### src/rtl/rtc_frac_pkg.sv
package rtc_frac_pkg;

    // Trim-update sequencing
    typedef enum logic {
        TRIM_IDLE,
        TRIM_ARMED
    } trim_state_e;

    // Quarter-duty pulse phase within a second
    typedef enum logic {
        PH_MARK,
        PH_SPACE
    } pulse_phase_e;

endpackage

### src/rtl/rtc_trim_shadow.sv
module rtc_trim_shadow
    import rtc_frac_pkg::*;
#(
    parameter int P_W   = 17,
    parameter int Q_W   = 2,
    parameter int DEF_P = 65536,
    parameter int DEF_Q = 0
) (
    input  logic           clk,
    input  logic           rst,
    input  logic           host_wr,
    input  logic [P_W-1:0] host_p,
    input  logic [Q_W-1:0] host_q,
    input  logic           trim_hold,
    input  logic           sec_end,
    output logic [P_W-1:0] pend_p,
    output logic [Q_W-1:0] pend_q,
    output logic           apply,
    output logic           armed
);

    localparam logic [P_W-1:0] RST_P = P_W'(DEF_P);
    localparam logic [Q_W-1:0] RST_Q = Q_W'(DEF_Q);

    trim_state_e    state, state_nxt;
    logic [P_W-1:0] sh_p;
    logic [Q_W-1:0] sh_q;
    logic           hold_d;
    logic           release_evt;

    assign release_evt = hold_d & ~trim_hold;

    // State register
    always_ff @(posedge clk) begin
        if (rst) begin
            state <= TRIM_IDLE;
        end else begin
            state <= state_nxt;
        end
    end

    // Next-state decode
    always_comb begin
        state_nxt = state;
        unique case (state)
            TRIM_IDLE: begin
                if (release_evt) state_nxt = TRIM_ARMED;
            end
            TRIM_ARMED: begin
                if (release_evt)  state_nxt = TRIM_ARMED;
                else if (sec_end) state_nxt = TRIM_IDLE;
            end
            default: state_nxt = TRIM_IDLE;
        endcase
    end

    // Outputs of the update machine
    always_comb begin
        apply = 1'b0;
        armed = 1'b0;
        unique case (state)
            TRIM_IDLE: begin
                apply = 1'b0;
                armed = 1'b0;
            end
            TRIM_ARMED: begin
                apply = sec_end;
                armed = 1'b1;
            end
            default: begin
                apply = 1'b0;
                armed = 1'b0;
            end
        endcase
    end

    // Shadow and pending storage
    always_ff @(posedge clk) begin
        if (rst) begin
            sh_p   <= RST_P;
            sh_q   <= RST_Q;
            pend_p <= RST_P;
            pend_q <= RST_Q;
            hold_d <= 1'b0;
        end else begin
            hold_d <= trim_hold;
            if (release_evt) begin
                pend_p <= sh_p;
                pend_q <= sh_q;
            end
            if (host_wr) begin
                sh_p <= host_p;
                sh_q <= host_q;
            end
        end
    end

endmodule

### src/rtl/rtc_sec_counter.sv
module rtc_sec_counter
    import rtc_frac_pkg::*;
#(
    parameter int P_W   = 17,
    parameter int Q_W   = 2,
    parameter int DEF_P = 65536,
    parameter int DEF_Q = 0
) (
    input  logic           clk,
    input  logic           rst,
    input  logic           apply,
    input  logic [P_W-1:0] new_p,
    input  logic [Q_W-1:0] new_q,
    output logic           sec_end,
    output logic [P_W-1:0] cur_p,
    output logic [Q_W-1:0] cur_q,
    output logic           sec_strobe,
    output logic           frame_strobe,
    output logic           pulse_1s,
    output logic           pulse_4s
);

    localparam int CW = P_W + 1;

    pulse_phase_e   phase, phase_nxt;
    logic [CW-1:0]  cnt;
    logic [CW-1:0]  sec_len;
    logic [CW-1:0]  quarter;
    logic [Q_W-1:0] idx;
    logic           stretch;

    always_comb begin
        stretch = (idx < cur_q);
        sec_len = CW'(cur_p) + CW'(stretch);
        quarter = sec_len >> 2;
        sec_end = (cnt == sec_len - CW'(1));
    end

    // Count, frame index and working trim
    always_ff @(posedge clk) begin
        if (rst) begin
            cnt   <= '0;
            idx   <= '0;
            cur_p <= P_W'(DEF_P);
            cur_q <= Q_W'(DEF_Q);
        end else if (sec_end) begin
            cnt <= '0;
            idx <= idx + Q_W'(1);
            if (apply) begin
                cur_p <= new_p;
                cur_q <= new_q;
            end
        end else begin
            cnt <= cnt + CW'(1);
        end
    end

    // Pulse phase register
    always_ff @(posedge clk) begin
        if (rst) begin
            phase <= PH_MARK;
        end else begin
            phase <= phase_nxt;
        end
    end

    always_comb begin
        phase_nxt = phase;
        unique case (phase)
            PH_MARK: begin
                if (sec_end)                      phase_nxt = PH_MARK;
                else if (cnt == quarter - CW'(1)) phase_nxt = PH_SPACE;
            end
            PH_SPACE: begin
                if (sec_end) phase_nxt = PH_MARK;
            end
            default: phase_nxt = PH_MARK;
        endcase
    end

    // Output decode
    always_comb begin
        sec_strobe   = (cnt == '0);
        frame_strobe = (cnt == '0) && (idx == '0);
        pulse_4s     = (idx == '0);
        pulse_1s     = 1'b0;
        unique case (phase)
            PH_MARK:  pulse_1s = 1'b1;
            PH_SPACE: pulse_1s = 1'b0;
            default:  pulse_1s = 1'b0;
        endcase
    end

endmodule

### src/rtl/rtc_frac_tick.sv
module rtc_frac_tick #(
    parameter int P_W   = 17,
    parameter int Q_W   = 2,
    parameter int DEF_P = 65536,
    parameter int DEF_Q = 0
) (
    input  logic           clk,
    input  logic           rst,
    input  logic           host_wr,
    input  logic [P_W-1:0] host_p,
    input  logic [Q_W-1:0] host_q,
    input  logic           trim_hold,
    output logic           sec_strobe,
    output logic           frame_strobe,
    output logic           pulse_1s,
    output logic           pulse_4s
);

    logic           sec_end;
    logic           apply;
    logic           armed;
    logic [P_W-1:0] pend_p;
    logic [Q_W-1:0] pend_q;
    logic [P_W-1:0] cur_p;
    logic [Q_W-1:0] cur_q;

    rtc_trim_shadow #(
        .P_W  (P_W),
        .Q_W  (Q_W),
        .DEF_P(DEF_P),
        .DEF_Q(DEF_Q)
    ) u_shadow (
        .clk      (clk),
        .rst      (rst),
        .host_wr  (host_wr),
        .host_p   (host_p),
        .host_q   (host_q),
        .trim_hold(trim_hold),
        .sec_end  (sec_end),
        .pend_p   (pend_p),
        .pend_q   (pend_q),
        .apply    (apply),
        .armed    (armed)
    );

    rtc_sec_counter #(
        .P_W  (P_W),
        .Q_W  (Q_W),
        .DEF_P(DEF_P),
        .DEF_Q(DEF_Q)
    ) u_count (
        .clk         (clk),
        .rst         (rst),
        .apply       (apply),
        .new_p       (pend_p),
        .new_q       (pend_q),
        .sec_end     (sec_end),
        .cur_p       (cur_p),
        .cur_q       (cur_q),
        .sec_strobe  (sec_strobe),
        .frame_strobe(frame_strobe),
        .pulse_1s    (pulse_1s),
        .pulse_4s    (pulse_4s)
    );

endmodule

### config.mk
export PLATFORM = sky130hd
export DESIGN_NAME = rtc_frac_tick
export DESIGN_NICKNAME = d
export VERILOG_FILES = /design/src/rtl/rtc_frac_pkg.sv /design/src/rtl/rtc_trim_shadow.sv /design/src/rtl/rtc_sec_counter.sv /design/src/rtl/rtc_frac_tick.sv
export SDC_FILE = /design/constraint.sdc
export NUM_CORES = 1
export LEC_CHECK = 0
export BUFFER_PORTS_ARGS = -buffer_cell sky130_fd_sc_hd__buf_2
export CORE_ASPECT_RATIO = 0.9
export CORE_MARGIN = 1.5
export CORE_UTILIZATION = 50
export CTS_CLUSTER_SIZE = 14
export DETAILED_ROUTE_END_ITERATION = 12
export GPL_ROUTABILITY_DRIVEN = 0
export MAX_ROUTING_LAYER = met4
export PLACE_DENSITY_LB_ADDON = 0.1
export SLEW_MARGIN = 25
export SYNTH_ARGS = -nofsm -noshare
export SYNTH_HDL_FRONTEND = slang
export SYNTH_SLANG_ARGS = --single-unit
### constraint.sdc
create_clock -name clk -period 11.8 [get_ports clk]
set_input_delay 1.77 -clock clk [delete_from_list [all_inputs] [get_ports clk]]
set_output_delay 1.77 -clock clk [all_outputs]
set_load 0.01 [all_outputs]
======== Word-level counts from Yosys, hierarchy flattened ========
Index checks and enable logic that the tools add are counted.
word-level totals
  register bits after elaboration ......... 80
  bits in latches ......................... 0
  bits in writable memories ............... 0
  memory bits (read-only) ................. 0
  input bits .............................. 23
  output and inout bits ................... 4
  logic and storage cells ................. 37
  memories ................................ 0
cells by class
  $add $sub $neg .......................... 5
  multiply operators ...................... 0
  div/mod/pow operators ................... 0
  $lt $le $gt $ge ......................... 1
  equal/unequal tests ..................... 2
  shift-type cells ........................ 0
  mux-type cells .......................... 9
  bitwise logic cells ..................... 4
  reduce and logical (&&, ||, !) cells .... 5
operators by type and width
  cell                     count
  $eq A18 B18 Y1           2
  $add A17 B1 Y18          1
  $add A18 B1 Y18 const B  1
  $logic_not A18 Y1        1
  $sub A18 B1 Y18 const B  1
  $sub A16 B1 Y17 const B  1
  $pmux W1 S2              4
  $mux W1                  5
  $not A1 Y1               3
  $add A2 B1 Y2 const B    1
  $logic_not A2 Y1         1
  $lt A2 B2 Y1             1
  $reduce_and A2 Y1        1
  $reduce_or A2 Y1         1
  $and A1 B1 Y1            1
  $logic_and A1 B1 Y1      1

======== Depth between registers and ports, before layout ========
  depth in word-level cells ............... 7
  mapped depth ............................ 19
  gate-level depth less buffers ........... 16

======== Hierarchy ========
A second synthesis with hierarchy kept.
unflattened totals
  cells, all modules ...................... 638
  area total of the unflattened synthesis .. 5526.6 um^2
by module, submodules not included
  module           times used  cells each  area each (um^2)  sequential area each (um^2)
  rtc_sec_counter  1           485         3932.5            800.8
  rtc_trim_shadow  1           153         1594.0            800.8

======== Worst setup path after synthesis ========
Ideal clock, no wire load.
  path kind ............................... register to register
  from .................................... reg u_count.cur_q[1]
  to ...................................... reg u_count.phase
  setup time .............................. 0.070 ns
  arrival ................................. 3.836 ns
  required time ........................... 11.730 ns
  setup slack ............................. 7.894 ns
  stages on the path, launching flop included .. 18
  path buffers ............................ 1
  period minus slack after synthesis ...... 3.906 ns
  cells stage by stage .................... dfxtp_1 inv_1 ha_1 a21oi_1 ha_1 ha_1 buf_2 xnor2_1 ha_1 nor2b_1 mux2i_1 a221oi_2 nand4_2 or4_1 a21boi_1 o211ai_1 or4_1 a21oi_1
on the way
  longest elaborated chain between the ends .. 7
  elaborated cells on any way between the ends .. 10
  classes of those cells .................. add/sub (3); order compare (1); eq/ne (2); mux (4)
ends and longest elaborated chain
  what                    line                   RTL
  start, declared         rtc_sec_counter.sv:16  output logic [Q_W-1:0] cur_q,
  start signal, assigned  rtc_sec_counter.sv:45  cur_q <= Q_W'(DEF_Q);
  start signal, assigned  rtc_sec_counter.sv:51  cur_q <= new_q;
  $lt A2 B2 Y1 *          rtc_sec_counter.sv:33  stretch = (idx < cur_q);
  $add A17 B1 Y18 *       rtc_sec_counter.sv:34  sec_len = CW'(cur_p) + CW'(stretch);
  $sub A16 B1 Y17         rtc_sec_counter.sv:72  else if (cnt == quarter - CW'(1)) phase_nxt = PH_SPACE;
  $eq A18 B18 Y1          rtc_sec_counter.sv:72
  $mux W1                 rtc_sec_counter.sv:72
  $mux W1                 rtc_sec_counter.sv:71  if (sec_end) phase_nxt = PH_MARK;
  $pmux W1 S2 *           rtc_sec_counter.sv:69  unique case (phase)
  end signal, assigned    rtc_sec_counter.sv:63  phase <= phase_nxt;
  end, declared           rtc_sec_counter.sv:25  pulse_phase_e phase, phase_nxt;
Mark *: on every way between the ends. The rest lies on a longest branch, timed or not.
A chain may end at the register's enable or synchronous reset.

======== Worst setup path in the final report ========
  from .................................... reg u_count.cur_q[1]
  to ...................................... reg u_count.cur_p[11]
on the way
  longest elaborated chain between the ends .. 6
ends and longest elaborated chain
  what                           line                   RTL
  $lt A2 B2 Y1 *                 rtc_sec_counter.sv:33
  $add A17 B1 Y18 *              rtc_sec_counter.sv:34
  $sub A18 B1 Y18 *              rtc_sec_counter.sv:36  sec_end = (cnt == sec_len - CW'(1));
  $eq A18 B18 Y1 *               rtc_sec_counter.sv:36
  $pmux W1 S2                    rtc_trim_shadow.sv:61  unique case (state)
  $reduce_and A2 Y1 (no line) *  -
  end signal, assigned           rtc_sec_counter.sv:44  cur_p <= P_W'(DEF_P);
  end signal, assigned           rtc_sec_counter.sv:50  cur_p <= new_p;
  end, declared                  rtc_sec_counter.sv:15  output logic [P_W-1:0] cur_p,
Marked as above.

==> metrics <==
status=finished, final reports clean; CTS resizes=0; Post-Route M1 WL=5390 um; critical path arrival=5.07 ns; core area=9780 sq um; post-CTS setup buffers=0; Hold WC Path Type=register to register; Sink Count=80; # setup viols final=0; fmax=0.208 GHz; drt drc=0; # Max-Cap Violations=0; Worst Tran Pin Value=0.956 ns; worst skew pair latency=0.34 ns; global-route wire length before repair=18900 um; Avg WL per Cell=15.1 um; Crit Path Category=register to register; Longest Clk Path Bufs=2; DP Worst Slack=6.81 ns; total power=0.616 mW; Leak Pwr=2.08 nW; CP most frequent cell=ha_1; CTS Root Cell=clkbuf_16; GRT Util Overall=23.1%; Final nets=636; Worst Path Max Fanout=12; Initial Util=51.8%; post-route cell area=5490 sq um; row count=34; Primary FF master, synth=dfxtp_1; Post-DP HPWL=8200 um; hold slack final=0.450 ns; CTS H-Tree Depth=3; largest net degree at the start of global routing=85; peak supply drop=105 uV; Synth top area share=31.6%; Hold Fails Final Rpt=0; Clock Skews=0.00677 ns; Die Width=109 um; die area=10800 sq um; final setup TNS=0 ns; TritonCTS Buffers=9; crit share post-route=40.7%; synth top area cells=dfxtp_1 (32%), xnor2_1 (8.8%), mux2i_1 (7.9%), nand2b_1 (5.1%), xor2_1 (4.8%); fraction of layout cells with a size suffix above 1=10.0%; CTS hold repair buffers=0; post-synth net total=641; Synth Register Bits=80; CTS tree=yes; clock transition at the registers of the reported paths=0.06 ns; most frequent cells in the layout=dfxtp_1 (80), nand2_1 (64), nor2_1 (57); post-synthesis cell count=610; largest area contributor in the netlist=dfxtp_1; initial antenna violation count=0; met3 WL=630 um; hold path cells=2; Critical Path Sink Type=register; vias in the first global route=3892; asr flop ratio synth=0%; Top Metal Used=met4; Largest stage delay, worst path=0.52 ns; DR iter-0 viols=263; Rel. slew slack=35.8%; drt pass-1 iters=5; crit-path cells=inv_1 -> ha_1 -> a21oi_1 -> ha_1 -> ha_1 -> xnor2_1 -> ha_1 -> nor2b_1 -> mux2_2 -> and2_1 -> nand2_1 -> xnor2_1 -> a2111oi_0 -> nand3_1 -> nor3_4 -> buf_6 -> mux2i_1; Port Buffers=26; Mapped Area=5070 sq um; mean post-synth cell area=8.31 sq um; Register-to-Register Path Depth=17; commonest non-fill, non-tap cell in the layout=dfxtp_1; crit start category=register; Slew Viols, Final=0; WP data required=12.07 ns; Power Density=112 nW/um^2; Post-synth EDFFs=0; Detail Route Antenna Nets=0; WL met2=4950 um; I/O pin cnt=27; Synth cell types=66; Congestion Overflow GR=0; minimum clock period=4.80 ns; wirelength, routed=11100 um; Vias/cell=5.67; die height=98.5 um; RSZ-0062 raised after global routing=no; synth warn=0; Crit-path slowest cell=a2111oi_0; Post-DP Area=5150 sq um; via count=4174; sequential-to-total area share from yosys stat=31.6%; PnR worst setup slack=7.00 ns; Area Growth Syn to Fin=8.19%
worst max-delay path, delay by kind of cell (launching register included):
| kind | cells | cell delay [ns] |
|---|---|---|
| flip-flops | 1 | 0.33 |
| buffers and inverters | 2 | 0.30 |
| XOR/XNOR | 2 | 0.41 |
| adder cells (fa/ha/maj) | 4 | 1.25 |
| AO/OA/AOI/OAI | 2 | 0.65 |
| multiplexers | 2 | 0.44 |
| AND/OR/NAND/NOR | 5 | 1.32 |
state kept, by name, summed over array words and instances, names as in the netlist:
| register | cells |
|---|---|
| u_count.phase | 1 |
| u_shadow.state | 1 |
| u_count.cur_q | 2 |
| u_shadow.pend_p | 17 |
| u_count.idx | 2 |
| u_count.cur_p | 17 |
| u_shadow.pend_q | 2 |
| u_shadow.sh_p | 17 |
| u_count.cnt | 18 |
| u_shadow.hold_d | 1 |
| u_shadow.sh_q | 2 |
cell families (layout without fill, tap and decap cells):
| logic type | count (synthesis) | after routing | share of synthesized area (%) |
|---|---|---|---|
| AO/OA/AOI/OAI | 78 | 78 | 10.6 |
| XOR/XNOR | 82 | 82 | 15.0 |
| adder cells (fa/ha/maj) | 8 | 8 | 1.97 |
| buffers and inverters | 61 | 60 | 5.68 |
| flip-flops | 80 | 80 | 31.6 |
| multiplexers | 43 | 43 | 8.56 |
| other | 0 | 1 | 0 |
| AND/OR/NAND/NOR | 258 | 258 | 26.6 |
Yosys cell counts, drive strengths merged (10+ instances only):
cell type,n
xnor2,51
nand3,25
clkbuf,23
nor2,57
buf,22
nand2b,41
nand2,64
nor3,11
dfxtp,80
inv,16
xor2,28
mux2i,40
o21ai,10
nand4,13
a21oi,24
metal layers:
layer	track usage (%)	vias up
li1	-	2083
met1	31.1	1964
met2	34.1	109
met3	4.89	18
met4	8.10	0
met5	-	-
report_power, final:
part	switching [mW]	leakage [nW]	total (mW)	internal (mW)
clock	0.115	0.156	0.306	0.191
sequential	0.00437	0.650	0.281	0.276
combinational	0.0151	1.27	0.0287	0.0135
layout make-up:
cell class                      instances  area (sq um)
Inverter                               16          60.1
Sequential cell                        80          1600
Clock buffer                           11           243
Clock inverter                          4          77.6
Timing Repair Buffer                   29           154
Fill cell                             929          4300
Tap cell                              126           158
Antenna cell                            1          2.50
Multi-Input combinational cell        469          3190
path summary, 6_finish.rpt:
check | start | to | slack, ns
setup / recovery | u_count.cur_q[1] | u_count.cur_p[11] | 7.00
hold / removal | u_shadow.sh_p[4] | u_shadow.pend_p[4] | 0.45
setup reg to reg | u_count.cur_q[1] | u_count.cur_p[11] | 7.00
hold reg to reg | u_shadow.sh_p[4] | u_shadow.pend_p[4] | 0.45
metrics by stage:
stage | util (%) | instances
after floorplan | - | 610
after CTS | 55.9 | 733
after detailed placement | 52.6 | 718
after global placement | 52.6 | 718
after global routing | 56.0 | 735
final | 56.1 | 736
(Power assumes the default switching activity.)
